### config.mk
export PLATFORM = sky130hd
export DESIGN_NAME = i2c_dma_addr_track
export DESIGN_NICKNAME = d
export VERILOG_FILES = /design/src/rtl/i2c_dma_trk_pkg.sv /design/src/rtl/i2c_dma_trk_ctrl.sv /design/src/rtl/i2c_dma_trk_dp.sv /design/src/rtl/i2c_dma_addr_track.sv
export SDC_FILE = /design/constraint.sdc
export NUM_CORES = 1
export LEC_CHECK = 0
export BUFFER_PORTS_ARGS = -buffer_cell sky130_fd_sc_hd__clkbuf_2
export CAP_MARGIN = 20
export CORE_UTILIZATION = 52
export CTS_CLUSTER_SIZE = 40
export DETAILED_ROUTE_END_ITERATION = 16
export HOLD_SLACK_MARGIN = 0.05
export PLACE_DENSITY_LB_ADDON = 0.1
export SYNTH_ARGS = -nofsm -noshare
export SYNTH_HDL_FRONTEND = slang
export SYNTH_HIERARCHICAL = 1
export SYNTH_SLANG_ARGS = --single-unit
### constraint.sdc
create_clock -name clk -period 6.68 [get_ports clk]
set_input_delay 0.334 -clock clk [delete_from_list [all_inputs] [get_ports clk]]
set_output_delay 0.334 -clock clk [all_outputs]
set_load 0.01 [all_outputs]
### src/rtl/i2c_dma_trk_pkg.sv
package i2c_dma_trk_pkg;

  localparam int REG_AW = 4;

  localparam logic [REG_AW-1:0] REG_LEG_ADDR = 4'd0;
  localparam logic [REG_AW-1:0] REG_LEG_LEN  = 4'd1;
  localparam logic [REG_AW-1:0] REG_TX_ADDR  = 4'd2;
  localparam logic [REG_AW-1:0] REG_RX_ADDR  = 4'd3;
  localparam logic [REG_AW-1:0] REG_TX_LEN   = 4'd4;
  localparam logic [REG_AW-1:0] REG_RX_LEN   = 4'd5;
  localparam logic [REG_AW-1:0] REG_TGT_ADDR = 4'd6;
  localparam logic [REG_AW-1:0] REG_TGT_LEN  = 4'd7;
  localparam logic [REG_AW-1:0] REG_CUR_ADDR = 4'd8;
  localparam logic [REG_AW-1:0] REG_ADDR_HI  = 4'd9;
  localparam logic [REG_AW-1:0] REG_REM_LEN  = 4'd10;
  localparam logic [REG_AW-1:0] REG_RX_COUNT = 4'd11;

  typedef enum logic [2:0] {
    LD_NONE,
    LD_LEGACY,
    LD_TX,
    LD_RX,
    LD_TGT
  } loadSel_e;

  typedef struct packed {
    loadSel_e addrLoad;
    logic     legLenLoad;
    logic     wrTxAddr;
    logic     wrRxAddr;
    logic     wrTxLen;
    logic     wrRxLen;
    logic     wrTgtAddr;
    logic     wrTgtLen;
    logic     advance;
    logic     countRx;
    logic     clearCount;
  } dmaStrobe_t;

endpackage

### src/rtl/i2c_dma_trk_ctrl.sv
module i2c_dma_trk_ctrl
  import i2c_dma_trk_pkg::*;
#(
  parameter bit DMA_SUPPORTED = 1'b1
) (
  input  logic              newMode,
  input  logic              regWrEn,
  input  logic [REG_AW-1:0] regAddr,
  input  logic              byteStrobe,
  input  logic              byteIsRx,
  input  logic              tgtRxStart,
  input  logic              lenZero,
  output dmaStrobe_t        stb
);

  logic hitLegAddr, hitLegLen, hitTxAddr, hitRxAddr;
  logic anyLoad;

  assign hitLegAddr = regWrEn && (regAddr == REG_LEG_ADDR) && !newMode && DMA_SUPPORTED;
  assign hitLegLen  = regWrEn && (regAddr == REG_LEG_LEN) && !newMode && DMA_SUPPORTED;
  assign hitTxAddr  = regWrEn && (regAddr == REG_TX_ADDR) && newMode;
  assign hitRxAddr  = regWrEn && (regAddr == REG_RX_ADDR) && newMode;

  always_comb begin
    stb.wrTxAddr   = hitTxAddr;
    stb.wrRxAddr   = hitRxAddr;
    stb.wrTxLen    = regWrEn && (regAddr == REG_TX_LEN);
    stb.wrRxLen    = regWrEn && (regAddr == REG_RX_LEN);
    stb.wrTgtAddr  = regWrEn && (regAddr == REG_TGT_ADDR);
    stb.wrTgtLen   = regWrEn && (regAddr == REG_TGT_LEN);
    stb.clearCount = tgtRxStart;

    if (tgtRxStart)      stb.addrLoad = LD_TGT;
    else if (hitLegAddr) stb.addrLoad = LD_LEGACY;
    else if (hitTxAddr)  stb.addrLoad = LD_TX;
    else if (hitRxAddr)  stb.addrLoad = LD_RX;
    else                 stb.addrLoad = LD_NONE;

    stb.legLenLoad = hitLegLen && !tgtRxStart;
    anyLoad        = (stb.addrLoad != LD_NONE) || stb.legLenLoad;
    stb.advance    = byteStrobe && !lenZero && !anyLoad;
    stb.countRx    = stb.advance && byteIsRx && newMode;
  end

endmodule

### src/rtl/i2c_dma_trk_dp.sv
module i2c_dma_trk_dp
  import i2c_dma_trk_pkg::*;
#(
  parameter int ADDR_W        = 64,
  parameter int DATA_W        = 32,
  parameter int LEN_W         = 16,
  parameter bit DMA_SUPPORTED = 1'b1
) (
  input  logic              clk,
  input  logic              rstN,
  input  dmaStrobe_t        stb,
  input  logic [DATA_W-1:0] regWrData,
  input  logic [REG_AW-1:0] regRdAddr,
  output logic [DATA_W-1:0] regRdData,
  output logic [ADDR_W-1:0] curAddr,
  output logic [LEN_W:0]    remLen,
  output logic [LEN_W:0]    rxCount,
  output logic              lenZero
);

  localparam int CNT_W = LEN_W + 1;
  localparam int HI_W  = ADDR_W - DATA_W;
  localparam logic [DATA_W-1:0] LEG_MASK = {2'b00, {(DATA_W-4){1'b1}}, 2'b00};
  localparam logic [CNT_W-1:0]  ONE_C    = CNT_W'(1);
  localparam logic [ADDR_W-1:0] ONE_A    = ADDR_W'(1);

  logic [DATA_W-1:0] txAddrQ, rxAddrQ, tgtAddrQ;
  logic [LEN_W-1:0]  txLenQ, rxLenQ, tgtLenQ;
  logic [DATA_W-1:0] lowLoadVal;
  logic [DATA_W-1:0] legacyView;
  logic [HI_W-1:0]   hiPart;

  assign hiPart  = curAddr[ADDR_W-1:DATA_W];
  assign lenZero = (remLen == '0);

  // programmed buffer registers
  always_ff @(posedge clk or negedge rstN) begin
    if (!rstN) begin
      txAddrQ  <= '0;
      rxAddrQ  <= '0;
      tgtAddrQ <= '0;
      txLenQ   <= '0;
      rxLenQ   <= '0;
      tgtLenQ  <= '0;
    end else begin
      if (stb.wrTxAddr)  txAddrQ  <= regWrData;
      if (stb.wrRxAddr)  rxAddrQ  <= regWrData;
      if (stb.wrTgtAddr) tgtAddrQ <= regWrData;
      if (stb.wrTxLen)   txLenQ   <= regWrData[LEN_W-1:0];
      if (stb.wrRxLen)   rxLenQ   <= regWrData[LEN_W-1:0];
      if (stb.wrTgtLen)  tgtLenQ  <= regWrData[LEN_W-1:0];
    end
  end

  always_comb begin
    case (stb.addrLoad)
      LD_LEGACY: lowLoadVal = regWrData & LEG_MASK;
      LD_TX,
      LD_RX:     lowLoadVal = regWrData;
      LD_TGT:    lowLoadVal = tgtAddrQ;
      default:   lowLoadVal = curAddr[DATA_W-1:0];
    endcase
  end

  // 64-bit pointer: loads touch only the low half
  always_ff @(posedge clk or negedge rstN) begin
    if (!rstN) begin
      curAddr <= '0;
    end else if (stb.addrLoad != LD_NONE) begin
      curAddr <= {hiPart, lowLoadVal};
    end else if (stb.advance) begin
      curAddr <= curAddr + ONE_A;
    end
  end

  // remaining byte budget
  always_ff @(posedge clk or negedge rstN) begin
    if (!rstN) begin
      remLen <= '0;
    end else begin
      case (stb.addrLoad)
        LD_TX:  remLen <= CNT_W'(txLenQ) + ONE_C;
        LD_RX:  remLen <= CNT_W'(rxLenQ) + ONE_C;
        LD_TGT: remLen <= CNT_W'(tgtLenQ) + ONE_C;
        default: begin
          if (stb.legLenLoad)   remLen <= regWrData[CNT_W-1:0];
          else if (stb.advance) remLen <= remLen - ONE_C;
        end
      endcase
    end
  end

  // received-byte counter
  always_ff @(posedge clk or negedge rstN) begin
    if (!rstN) begin
      rxCount <= '0;
    end else if (stb.clearCount) begin
      rxCount <= '0;
    end else if (stb.countRx) begin
      rxCount <= rxCount + ONE_C;
    end
  end

  generate
    if (DMA_SUPPORTED) begin : g_dmaView
      assign legacyView = curAddr[DATA_W-1:0];
    end else begin : g_noDmaView
      assign legacyView = '1;
    end
  endgenerate

  always_comb begin
    case (regRdAddr)
      REG_LEG_ADDR: regRdData = legacyView;
      REG_TX_ADDR:  regRdData = txAddrQ;
      REG_RX_ADDR:  regRdData = rxAddrQ;
      REG_TX_LEN:   regRdData = DATA_W'(txLenQ);
      REG_RX_LEN:   regRdData = DATA_W'(rxLenQ);
      REG_TGT_ADDR: regRdData = tgtAddrQ;
      REG_TGT_LEN:  regRdData = DATA_W'(tgtLenQ);
      REG_CUR_ADDR: regRdData = curAddr[DATA_W-1:0];
      REG_ADDR_HI:  regRdData = DATA_W'(hiPart);
      REG_REM_LEN:  regRdData = DATA_W'(remLen);
      REG_RX_COUNT: regRdData = DATA_W'(rxCount);
      default:      regRdData = '0;
    endcase
  end

endmodule

### src/rtl/i2c_dma_addr_track.sv
module i2c_dma_addr_track
  import i2c_dma_trk_pkg::*;
#(
  parameter int ADDR_W        = 64,
  parameter int DATA_W        = 32,
  parameter int LEN_W         = 16,
  parameter bit DMA_SUPPORTED = 1'b1
) (
  input  logic              clk,
  input  logic              rstN,
  input  logic              newMode,
  input  logic              regWrEn,
  input  logic [3:0]        regAddr,
  input  logic [DATA_W-1:0] regWrData,
  input  logic [3:0]        regRdAddr,
  output logic [DATA_W-1:0] regRdData,
  input  logic              byteStrobe,
  input  logic              byteIsRx,
  input  logic              tgtRxStart,
  output logic [ADDR_W-1:0] memAddr,
  output logic [LEN_W:0]    remLen,
  output logic              done,
  output logic [LEN_W:0]    rxCount
);

  dmaStrobe_t stb;
  logic       lenZero;

  i2c_dma_trk_ctrl #(
    .DMA_SUPPORTED(DMA_SUPPORTED)
  ) u_ctrl (
    .newMode   (newMode),
    .regWrEn   (regWrEn),
    .regAddr   (regAddr),
    .byteStrobe(byteStrobe),
    .byteIsRx  (byteIsRx),
    .tgtRxStart(tgtRxStart),
    .lenZero   (lenZero),
    .stb       (stb)
  );

  i2c_dma_trk_dp #(
    .ADDR_W       (ADDR_W),
    .DATA_W       (DATA_W),
    .LEN_W        (LEN_W),
    .DMA_SUPPORTED(DMA_SUPPORTED)
  ) u_dp (
    .clk      (clk),
    .rstN     (rstN),
    .stb      (stb),
    .regWrData(regWrData),
    .regRdAddr(regRdAddr),
    .regRdData(regRdData),
    .curAddr  (memAddr),
    .remLen   (remLen),
    .rxCount  (rxCount),
    .lenZero  (lenZero)
  );

  assign done = lenZero;

endmodule

## Word level (Yosys, flattened, before mapping)

Cells that the tools add are included.

| operators by class | value |
|---|---|
| add/sub/neg operators | 6 |
| reductions and logical operators | 33 |
| multiplexer cells | 13 |
| bitwise gates (word level) | 1 |
| eq/ne operators | 22 |

Operator list:

| kind | count |
|---|---|
| one-hot mux 32 bit (10 select lines) | 1 |
| one-hot mux 32 bit (3 select lines) | 1 |
| two-way mux 17 bit | 4 |
| adder 64 x 1 -> 64 bit (second input constant) | 1 |
| two-way mux 32 bit | 2 |
| adder 16 x 1 -> 17 bit (second input constant) | 3 |
| one-hot mux 17 bit (3 select lines) | 1 |
| equality test 4 x 3 -> 1 bit (second input constant) | 8 |
| adder 17 x 1 -> 17 bit (second input constant) | 1 |
| logical AND 1 bit | 17 |
| logical NOT 17 bit | 1 |
| subtractor 17 x 1 -> 17 bit (second input constant) | 1 |
| equality test 4 x 2 -> 1 bit (second input constant) | 4 |
| equality test 4 bit (second input constant) | 4 |
| two-way mux 3 bit | 3 |
| logical NOT 4 bit | 2 |
| equality test 3 x 2 -> 1 bit (second input constant) | 2 |
| nonzero test 5 bit | 1 |
| equality test 4 x 1 -> 1 bit (second input constant) | 1 |
| logical NOT 1 bit | 4 |
| != test 4 x 1 -> 1 bit (second input constant) | 1 |
| AND reduction 2 bit | 2 |
| nonzero test 2 bit | 2 |
| OR reduction 2 bit | 2 |
| 6 further kinds | 6 |

| storage, ports and cells | value |
|---|---|
| bits in registers | 242 |
| output and inout bits | 131 |
| word-level logic and storage cells | 85 |
| input bits | 47 |

## Longest topological paths before layout

Gate-level depths: netlist of the first run.

| depth | value |
|---|---|
| depth in word-level cells | 15 |
| depth in mapped cells | 15 |
| mapped depth without buffers | 13 |

## Cells and area by module

Netlist of the first run, hierarchy kept.

Modules (own cells, without submodules):

| module | sequential area each (µm²) | times used | area each (µm²) | cells an instance |
|---|---|---|---|---|
| i2c_dma_trk_dp | 6055.8 | 1 | 13355.3 | 1321 |
| i2c_dma_trk_ctrl | 0.0 | 1 | 182.7 | 28 |

## Least setup slack after synthesis of the first run

Ideal clock, no wire load.

| timing path | value |
|---|---|
| path kind | register to register |
| from | register u_dp.remLen[3] |
| to | register u_dp.remLen[13] |
| clock period less this slack | 3.185 ns |
| path buffers | 1 |
| arrival | 3.055 ns |
| path slack | 3.495 ns |
| cell stages (with the launch flop) | 14 |
| data required time | 6.550 ns |
| setup time | 0.130 ns |
| cells stage by stage | dfrtp_1 > clkbuf_1 > or4_1 > nor2_1 > and4_1 > or3b_1 > a21oi_1 > nor4b_1 > nand3b_1 > nor4_1 > xor2_1 > mux2_2 > nor2_1 > a31oi_1 |

RTL lines:

| item | RTL line | text |
|---|---|---|
| start, declared | i2c_dma_trk_dp.sv:16 | `output logic [LEN_W:0] remLen,` |
| start signal, assigned | i2c_dma_trk_dp.sv:82 | `LD_TX: remLen <= CNT_W'(txLenQ) + ONE_C;` |
| start signal, assigned | i2c_dma_trk_dp.sv:83 | `LD_RX: remLen <= CNT_W'(rxLenQ) + ONE_C;` |
| start signal, assigned | i2c_dma_trk_dp.sv:84 | `LD_TGT: remLen <= CNT_W'(tgtLenQ) + ONE_C;` |

==> flow_metrics.py, run 1 <==
metrics = {
    "finish": {
        "drive_gt1_frac": 0.282,
        "layout.nets": 1542,
        "fin_cells": 1836,
        "n_antenna_cell": 0,
        "syn2layout_area_growth_pct": 15.0,
    },
    "drt": {
        "finalWirelength_um": 45700,
        "vias_per_cell": 6.59,
        "vias": 12100,
        "wl_per_cell_um": 24.9,
        "drtIter0Drc": 1485,
        "drc": 0,
        "ant_nets": 0,
        "first_pass_iters": 5,
    },
    "grt": {
        "grt_use_total": 0.342,
        "antenna_found_initial": 1,
        "first_global_vias": 11400,
        "grt_first_pass_wirelength_um": 69000,
        "grt_max_degree": 89,
        "grt-ovfl-total": 0,
    },
    "synthesis": {
        "ys_top_cells_by_area": "dfrtp_1, mux2_2, a22oi_1",
        "synth_top_family_by_area": "compound AO/OA/AOI/OAI gates",
        "synthSimpleGateAreaFrac": 0.153,
        "synth.most_common_cell": "dfrtp_1",
        "synth_cell_types": 79,
        "synth-seq-cells": 242,
        "synth_largest_area_cell": "dfrtp_1",
        "synth_flop_cell": "dfrtp_1",
        "synth_nets": 1401,
        "synthArstFlopShare": 1.00,
        "yosysTopAreaCellShare": 0.447,
        "synthAdderAreaFrac": 0.00462,
        "synth_compound_area_frac": 0.183,
        "synthesis.area_mm2": 0.0135,
        "syn_area_per_cell_um2": 10.0,
        "yosys.area_share.xor_xnor": 0.0453,
        "seq_area_frac_synth": 0.447,
        "yosys_warnings": 6,
        "netlist_instances": 1349,
        "ys_top_cells_by_count": "dfrtp_1, mux2_2, nor2_1, nand2_1, o21ai_0",
        "synth_edf_count": 0,
        "synthMuxAreaShare": 0.122,
    },
    "worst_setup_path": {
        "r2r_end": "u_dp/remLen[13]$_DFFE_PN0P_",
        "regToRegSetupSlack_ns": 2.69,
        "crit_fanout": 13,
        "r2r-start": "u_dp/remLen[10]$_DFFE_PN0P_",
        "reg2reg_depth": 14,
        "crit_type": "reg2reg",
        "crit_path_start_kind": "register",
        "critical_path_required_ns": 7.09,
        "cp-end-kind": "register",
        "critPathSlowestCell": "nor4b_1",
        "cp_top_family": "simple AND/OR/NAND/NOR gates",
        "cp.depth": 14,
        "path_cells": "or3_1, or4_1, nor3_1, and4_1, or3b_1, a21oi_1, buf_4, nor4b_1, nand3b_1, nor4_1, xor2_1, mux2_2, nor2_1, a31oi_1",
        "critPathMaxStageDelay_ns": 0.76,
        "cp_data_arrival_time_ns": 4.40,
        "cp_num_buf_inv": 1,
    },
    "sta": {
        "tightestPinTransition_ns": 1.10,
        "drv_slew": 0,
        "clock_skew_ns": 0.0250,
        "hold_violations": 0,
        "setup_viol": 0,
        "timing.final.crit_share": 0.597,
        "rsz0062_at_grt": "no",
        "tns_ns": 0,
        "fmax_ghz": 0.251,
        "slew_headroom": 0.268,
        "period_needed_ns": 3.99,
    },
    "place": {
        "gp_congestion": 0.907,
        "dp_hpwl_um": 30800,
        "placed_cells": 1788,
        "portBuffers": 177,
    },
    "clocking": {
        "cts_sinks": 242,
        "clockBufferDepth": 3,
        "numCtsBuffers": 28,
        "insertion_delay_ns": 0.55,
        "path_clk_slew_ns": 0.06,
        "tritoncts": "yes",
        "cts.htree.levels": 1,
        "cts_root_buf": "clkbuf_16",
    },
    "min_path": {
        "holdPathEnd": "u_dp/tgtAddrQ[29]$_DFFE_PN0P_",
        "worstHoldStart": "regWrData[29]",
        "hp-class": "in2reg",
        "whs_path_depth": 2,
    },
    "power_and_ir_drop": {
        "peakVddDrop_uv": 241,
        "power_density_mw_per_mm2": 279,
        "power.leakage_nw": 6.81,
    },
    "floorplan": {
        "die_area_mm2": 0.0267,
        "pin_count": 178,
        "die_height_um": 163,
        "die_w_um": 163,
        "row_count": 58,
        "initial_core_util": 0.535,
        "core_area_mm2": 0.0253,
    },
    "flow_run": {
        "cap_violations": 0,
    },
    "outcome": {
        "status": "finished clean",
    },
}
flip-flops by register name, indices dropped and copies added, names as in the netlist:
signal / flops
u_dp/tgtLenQ: 16
u_dp/txLenQ: 16
u_dp/rxAddrQ: 32
u_dp/remLen: 17
u_dp/txAddrQ: 32
u_dp/tgtAddrQ: 32
u_dp/rxCount: 17
u_dp/curAddr: 64
u_dp/rxLenQ: 16
routing by layer:
| metal | wire, um | part of all wire | track usage |
|---|---|---|---|
| met1 | 19400 | 0.42 | 0.500 |
| met2 | 20100 | 0.44 | 0.510 |
| met3 | 4510 | 0.099 | 0.0515 |
| met4 | 1680 | 0.037 | 0.130 |
| met5 | 16 | 0.00035 | 0 |
cell usage in the layout (no fill, tap or decap), types with 10 or more instances in the layout:
cell / n
dfrtp_1: 242
clkbuf_2: 175
mux2_2: 142
nand2_1: 101
nor2_1: 99
o21ai_0: 72
a22oi_1: 67
a21oi_1: 56
nand3_1: 47
xor2_1: 37
inv_1: 36
xnor2_1: 33
nand4_1: 31
clkbuf_16: 29
a22o_1: 29
buf_4: 26
a221oi_1: 18
and3_1: 18
nor3_1: 17
a222oi_1: 16
a31oi_1: 12
nor3_2: 11
or3_1: 10
o22a_1: 10
through the flow:
stage	cell area (um^2)	hold WS, ns	utilization	setup slack [ns]	total power [mW]
after floorplan	13500	0.0384	-	3.49	2.48
after global placement	14600	0.384	0.578	2.58	2.83
after detailed placement	14700	0.381	0.579	2.54	2.86
after CTS	15500	0.0721	0.614	2.87	4.33
after global routing	15600	0.0774	0.615	2.55	4.52
final	15600	0.0828	0.615	2.69	4.34
worst max-delay path by stage:
| stage | startpoint | endpoint | slack [ns] |
|---|---|---|---|
| after floorplan | u_dp/remLen[3]$_DFFE_PN0P_ | u_dp/remLen[13]$_DFFE_PN0P_ | 3.49 |
| after detailed placement | regAddr[1] | u_dp/remLen[14]$_DFFE_PN0P_ | 2.54 |
| after global routing | u_dp/remLen[8]$_DFFE_PN0P_ | u_dp/remLen[13]$_DFFE_PN0P_ | 2.55 |
| after global placement | regAddr[1] | u_dp/remLen[14]$_DFFE_PN0P_ | 2.58 |
| after CTS | u_dp/remLen[8]$_DFFE_PN0P_ | u_dp/remLen[13]$_DFFE_PN0P_ | 2.87 |
| final | u_dp/remLen[10]$_DFFE_PN0P_ | u_dp/remLen[13]$_DFFE_PN0P_ | 2.69 |
report_power, final:
part	switching, mW	internal (mW)
logic	0.454	0.390
registers	0.307	1.72
clock network	0.600	0.869
cell type report:
cell class	count	area (um^2)
multi-input cells	977	6950
repair buffers	205	1150
clock buffers	42	815
inverters	36	135
fillers	2191	9760
well taps	330	413
flip-flops and latches	242	6060
clock inverters	4	48.8
kinds of logic (layout without fill, tap and decap cells):
family,count (synthesis),in the layout
AND/OR/NAND/NOR,406,406
AO/OA/AOI/OAI,349,349
flip-flops,242,242
multiplexers,147,147
buffers and inverters,130,287
XOR/XNOR,70,70
adder cells (fa/ha/maj),5,5
repair_timing:
action	in CTS	in global routing
endpoints found under the hold margin	86	0
resized for setup	0	0
setup buffers	0	0
hold buffers	1	0
endpoints found under the setup margin	0	0
Power figures use the tool's default switching activity.
==> run 2: changes to the inputs <==
ABC_AREA = 1   (was default)
clock period = 3.25 ns   (was 6.68 ns; I/O delays follow)
==> flow_metrics.py, run 2 <==
metrics = {
    "outcome": {
        "status": "finished clean",
    },
    "worst_setup_path": {
        "critPathMaxStageDelay_ns": 0.47,
        "critical_path_required_ns": 3.68,
        "path_cells": "nor2_2, nand2_1, nor4_1, buf_4, nor2_1, nand2_1, nor2_1, nand2_1, nor2_2, nor2_1, inv_2, nand2_1, nor2_2, nand2_1, nor2_4, nand3_1, nor2_2, nand2_1, nor2_2, nand2_1, nand2_1, nand2_1, nor2_1",
        "crit_fanout": 6,
        "regToRegSetupSlack_ns": 0.22,
        "cp_data_arrival_time_ns": 3.46,
        "cp_num_buf_inv": 2,
        "cp-end-kind": "register",
        "cp_top_family": "simple AND/OR/NAND/NOR gates",
        "crit_path_start_kind": "register",
        "crit_path_frequent_cell": "nand2_1",
        "critPathSlowestCell": "dfrtp_2",
        "crit_type": "reg2reg",
    },
    "clocking": {
        "cts_root_buf": "clkbuf_16",
        "cts.htree.levels": 1,
        "path_clk_slew_ns": 0.06,
        "cts_sinks": 242,
        "insertion_delay_ns": 0.57,
        "clockBufferDepth": 3,
        "numCtsBuffers": 28,
        "tritoncts": "yes",
    },
    "finish": {
        "final_common_cell": "nand2_1",
        "multi_input_area_mm2": 0.00679,
        "largest_register_ff_count": 64,
        "register_area_mm2": 0.00606,
        "final_cell_mix": "nand2_1, inv_1, dfrtp_1",
        "n_antenna_cell": 0,
        "regMostFlops": "u_dp/curAddr",
        "fin_cells": 2466,
        "fill_cells": 2475,
        "layout.nets": 2155,
        "drive_gt1_frac": 0.182,
        "syn2layout_area_growth_pct": 18.4,
    },
    "synthesis": {
        "syn_area_per_cell_um2": 7.54,
        "synth-seq-cells": 242,
        "netlist_instances": 1899,
        "yosys_warnings": 6,
        "ys_top_cells_by_count": "nand2_1, inv_1, dfrtp_1, o21ai_0, nor2_1",
        "synthArstFlopShare": 1.00,
        "seq_area_frac_synth": 0.423,
        "synth.most_common_cell": "nand2_1",
        "synthesis.area_mm2": 0.0143,
        "ys_top_cells_by_area": "dfrtp_1, nand2_1, inv_1",
        "synth_edf_count": 0,
        "synth_nets": 1951,
        "synth_cell_types": 54,
        "synth_largest_area_cell": "dfrtp_1",
        "synth_flop_cell": "dfrtp_1",
        "yosysTopAreaCellShare": 0.423,
    },
    "grt": {
        "grt-ovfl-total": 0,
        "grt_max_degree": 85,
        "grt_use_total": 0.401,
        "grt_first_pass_wirelength_um": 84500,
        "first_global_vias": 14300,
        "antenna_found_initial": 0,
    },
    "drt": {
        "wl_per_cell_um": 22.9,
        "drc": 0,
        "vias_per_cell": 5.99,
        "finalWirelength_um": 56500,
        "vias": 14800,
        "ant_nets": 0,
        "first_pass_iters": 8,
        "drtIter0Drc": 1707,
    },
    "floorplan": {
        "die_area_mm2": 0.0282,
        "pin_count": 178,
        "die_height_um": 168,
        "row_count": 60,
        "initial_core_util": 0.531,
        "core_area_mm2": 0.0270,
        "die_w_um": 168,
    },
    "power_and_ir_drop": {
        "power.leakage_nw": 8.03,
        "peakVddDrop_uv": 422,
        "power_density_mw_per_mm2": 548,
    },
    "sta": {
        "fmax_ghz": 0.330,
        "period_needed_ns": 3.03,
        "timing.final.crit_share": 0.933,
        "tightestPinTransition_ns": 1.05,
        "setup_viol": 0,
        "hold_slack_ns": 0.0757,
        "drv_slew": 0,
        "clock_skew_ns": 0.0271,
        "hold_violations": 0,
        "slew_headroom": 0.298,
    },
    "flow_run": {
        "cap_violations": 0,
    },
    "place": {
        "dp_hpwl_um": 41700,
        "portBuffers": 177,
        "gp_congestion": 0.982,
        "placed_cells": 2383,
    },
    "min_path": {
        "hp-class": "in2reg",
    },
}
==> run 2: cell count changes after synthesis, sizes merged, moves of 28 or more <==
cell   before  now
o22ai       5   66
xnor2      33    4
inv        36  297
o21ai      75  207
nor2      106  187
a22o       29    0
a22oi      67   10
mux2      144    7
a21oi      57   85
nand2     102  400
nand3      48   85
==> run 2: cell families after synthesis <==
logic type,after synthesis,share of synthesized area
AND/OR/NAND/NOR,758,0.244
AO/OA/AOI/OAI,450,0.184
buffers and inverters,382,0.105
flip-flops,242,0.423
XOR/XNOR,55,0.0337
multiplexers,7,0.00551
adder cells (fa/ha/maj),5,0.00437
==> run 2: report_power, final <==
group	internal, mW	leakage (nW)	switching, mW	total [mW]
sequential	3.56	2.86	0.462	4.02
combinational	0.727	4.74	1.41	2.14
clock	1.76	0.433	1.36	3.12
total	6.05	8.03	3.23	9.28
==> run 2: layout make-up <==
type,instances,area share
Multi-Input combinational cell,1275,0.401
Sequential cell,242,0.358
Timing Repair Buffer,257,0.0965
Inverter,299,0.0663
Clock buffer,37,0.0457
Tap cell,341,0.0252
Clock inverter,15,0.00753
==> run 2: repair_timing <==
action / in CTS / in global routing
gates resized for setup: 0 / 6
hold buffers: 30 / 0
setup buffers: 0 / 1
endpoints found under the hold margin: 194 / 0
endpoints found under the setup margin: 0 / 4
==> run 2: worst paths after layout <==
path	start	endpoint	depth (start not counted)
setup / recovery	u_dp/remLen[9]$_DFFE_PN0P_	u_dp/rxCount[16]$_DFFE_PN0P_	23
hold / removal	regWrData[8]	u_dp/tgtAddrQ[8]$_DFFE_PN0P_	3
setup reg to reg	u_dp/remLen[9]$_DFFE_PN0P_	u_dp/rxCount[16]$_DFFE_PN0P_	23
hold reg to reg	u_dp/curAddr[58]$_DFFE_PN0P_	u_dp/curAddr[58]$_DFFE_PN0P_	1
max in group asynchronous	rstN	u_dp/tgtAddrQ[24]$_DFFE_PN0P_	3
min in group asynchronous	rstN	u_dp/rxCount[0]$_DFFE_PN0P_	2
==> run 2: per-stage QoR <==
stage / setup WS, ns / utilization / TNS, ns / power [mW] / area [um^2]
4_1_cts: 0.219 / 0.628 / 0 / 9.25 / 16900
2_1_floorplan: 0.591 / - / 0 / 5.18 / 14300
3_3_place_gp: 0.264 / 0.583 / 0 / 6.08 / 15700
5_1_grt: -0.0293 / 0.628 / -0.0293 / 9.67 / 16900
3_5_place_dp: 0.247 / 0.583 / 0 / 6.12 / 15700
6_report: 0.219 / 0.628 / 0 / 9.28 / 16900
==> run 2: layer usage <==
| metal | GRT usage | wire (um) | up-vias |
|---|---|---|---|
| met4 | 0.271 | 4160 | 0 |
| met5 | 0 | 0 | - |
| met3 | 0.0874 | 5400 | 208 |
| met1 | 0.489 | 21200 | 6941 |
| met2 | 0.639 | 25800 | 910 |
| li1 | - | - | 6713 |
==> run 2: tightest hold or removal path: stages <==
cell	delay, ns
clkbuf_2	0.25
nand2_1	0.11
o21ai_0	0.07
==> run 3: changes to the inputs <==
==> constraint.sdc (replaced) <==
create_clock -name clk -period 3.25 [get_ports clk]
set_input_delay 0.1625 -clock clk [delete_from_list [all_inputs] [get_ports clk]]
set_output_delay 0.1625 -clock clk [all_outputs]
set_load 0.02 [all_outputs]
==> flow_metrics.py, run 3 (synthesized netlist as in run 2, its figures left out) <==
metrics = {
    "clocking": {
        "numCtsBuffers": 28,
        "path_clk_slew_ns": 0.06,
        "insertion_delay_ns": 0.56,
        "cts.htree.levels": 1,
        "clockBufferDepth": 3,
        "tritoncts": "yes",
        "cts_root_buf": "clkbuf_16",
        "cts_sinks": 242,
    },
    "place": {
        "dp_hpwl_um": 41500,
        "gp_congestion": 0.995,
        "portBuffers": 177,
    },
    "finish": {
        "layout.nets": 2159,
        "final_common_cell": "nand2_1",
        "fill_cells": 2417,
        "largest_register_ff_count": 64,
        "drive_gt1_frac": 0.183,
        "syn2layout_area_growth_pct": 19.3,
        "final_util": 0.634,
        "regMostFlops": "u_dp/curAddr",
        "final_cell_mix": "nand2_1, inv_1, dfrtp_1",
        "n_antenna_cell": 0,
    },
    "drt": {
        "drtIter0Drc": 1885,
        "wl_per_cell_um": 22.7,
        "first_pass_iters": 6,
        "vias": 14800,
        "ant_nets": 0,
        "vias_per_cell": 6.00,
        "drc": 0,
        "finalWirelength_um": 55900,
    },
    "power_and_ir_drop": {
        "peakVddDrop_uv": 386,
        "power_density_mw_per_mm2": 569,
        "power.leakage_nw": 8.10,
    },
    "grt": {
        "grt-ovfl-total": 0,
        "first_global_vias": 14100,
        "grt_max_degree": 85,
        "antenna_found_initial": 2,
        "grt_use_total": 0.397,
        "grt_first_pass_wirelength_um": 83900,
    },
    "sta": {
        "timing.final.crit_share": 0.915,
        "fmax_ghz": 0.336,
        "setup_viol": 0,
        "clock_skew_ns": 0.0128,
        "period_needed_ns": 2.97,
        "drv_slew": 0,
        "tns_ns": 0,
        "slew_headroom": 0.293,
        "hold_violations": 0,
        "tightestPinTransition_ns": 1.06,
        "hold_slack_ns": 0.0775,
    },
    "min_path": {
        "whs_path_depth": 3,
        "hp-class": "in2reg",
    },
    "worst_setup_path": {
        "cp_data_arrival_time_ns": 3.41,
        "critPathMaxStageDelay_ns": 0.46,
        "path_cells": "nor2_2, nand2_1, nor4_2, buf_4, nor2_1, nand2_1, nor2_1, nand2_1, inv_1, nand2_4, inv_1, nand3_1, nor4_4, nand3_1, xor2_1",
        "cp_top_family": "simple AND/OR/NAND/NOR gates",
        "critical_path_required_ns": 3.68,
        "critPathSlowestCell": "dfrtp_2",
        "crit_path_frequent_cell": "nand2_1",
        "crit_type": "reg2reg",
        "cp.depth": 15,
        "cp-end-kind": "register",
        "reg2reg_depth": 15,
        "crit_path_start_kind": "register",
        "crit_fanout": 7,
        "cp_num_buf_inv": 3,
    },
    "outcome": {
        "status": "finished clean",
    },
    "floorplan": {
        "initial_core_util": 0.531,
        "row_count": 60,
        "die_area_mm2": 0.0282,
        "die_w_um": 168,
        "die_height_um": 168,
        "pin_count": 178,
        "core_area_mm2": 0.0270,
    },
    "flow_run": {
        "cap_violations": 0,
    },
}
-- run 3: cell types whose count changed in the layout (fill, tap and decap cells not counted), moves of 3 or more --
cell       previous run  this run
clkbuf_8              4         8
bufinv_16             1         4
clkbuf_1              5         2
clkinv_2              7         4
-- run 3: metrics by stage --
stage / setup WS (ns) / instance area (um^2) / power, mW / cells
6_report: 0.277 / 17100 / 9.72 / 2468
3_3_place_gp: 0.260 / 15700 / 6.22 / 2384
4_1_cts: 0.142 / 17000 / 9.68 / 2466
5_1_grt: -0.0220 / 17100 / 10.1 / 2468
2_1_floorplan: 0.230 / 14300 / 5.32 / 1899
3_5_place_dp: 0.169 / 15700 / 6.25 / 2384
-- run 3: worst paths after layout --
kind                                                end  slack [ns]                    startpoint
max                        u_dp/curAddr[56]$_DFFE_PN0P_        0.28    u_dp/remLen[9]$_DFFE_PN0P_
min                         u_dp/tgtLenQ[7]$_DFFE_PN0P_        0.08                  regWrData[7]
max reg2reg                u_dp/curAddr[56]$_DFFE_PN0P_        0.28    u_dp/remLen[9]$_DFFE_PN0P_
min reg2reg                u_dp/curAddr[58]$_DFFE_PN0P_        0.51  u_dp/curAddr[58]$_DFFE_PN0P_
max in group asynchronous   u_dp/rxAddrQ[9]$_DFFE_PN0P_        2.04                          rstN
min in group asynchronous   u_dp/rxCount[0]$_DFFE_PN0P_        0.19                          rstN
-- run 3: tightest hold or removal path: cells and delay by family --
family / cells / cell delay, ns
AO/OA/AOI/OAI: 1 / 0.07
buffers and inverters: 1 / 0.23
AND/OR/NAND/NOR: 1 / 0.11
-- run 3: what timing repair did --
item,4_1_cts,5_1_grt
buffers inserted,0,2
hold buffers,32,0
gates resized for setup,0,7
endpoints found under the hold margin,192,0
endpoints found under the setup margin,0,21
-- run 3: cell type report --
| type | count | area, um^2 | area share |
|---|---|---|---|
| Clock inverter | 12 | 179 | 0.0105 |
| Timing Repair Buffer | 261 | 1670 | 0.0978 |
| Multi-Input combinational cell | 1275 | 6800 | 0.398 |
| Inverter | 299 | 1120 | 0.0657 |
| Clock buffer | 38 | 818 | 0.0479 |
| Sequential cell | 242 | 6060 | 0.355 |
| Tap cell | 341 | 427 | 0.0250 |
-- run 3: report_power, final --
| group | switching, mW | internal, mW |
|---|---|---|
| logic | 1.56 | 0.735 |
| registers | 0.459 | 3.56 |
| clock network | 1.33 | 2.07 |
-- run 3: routing by layer --
metal / wire length [um] / track usage / vias up / part of all wire
met2: 25600 / 0.633 / 880 / 0.46
met5: 9 / 0 / - / 0.00016
met1: 21200 / 0.494 / 6995 / 0.38
met4: 4090 / 0.262 / 2 / 0.073
li1: - / - / 6716 / -
met3: 5100 / 0.0752 / 210 / 0.091
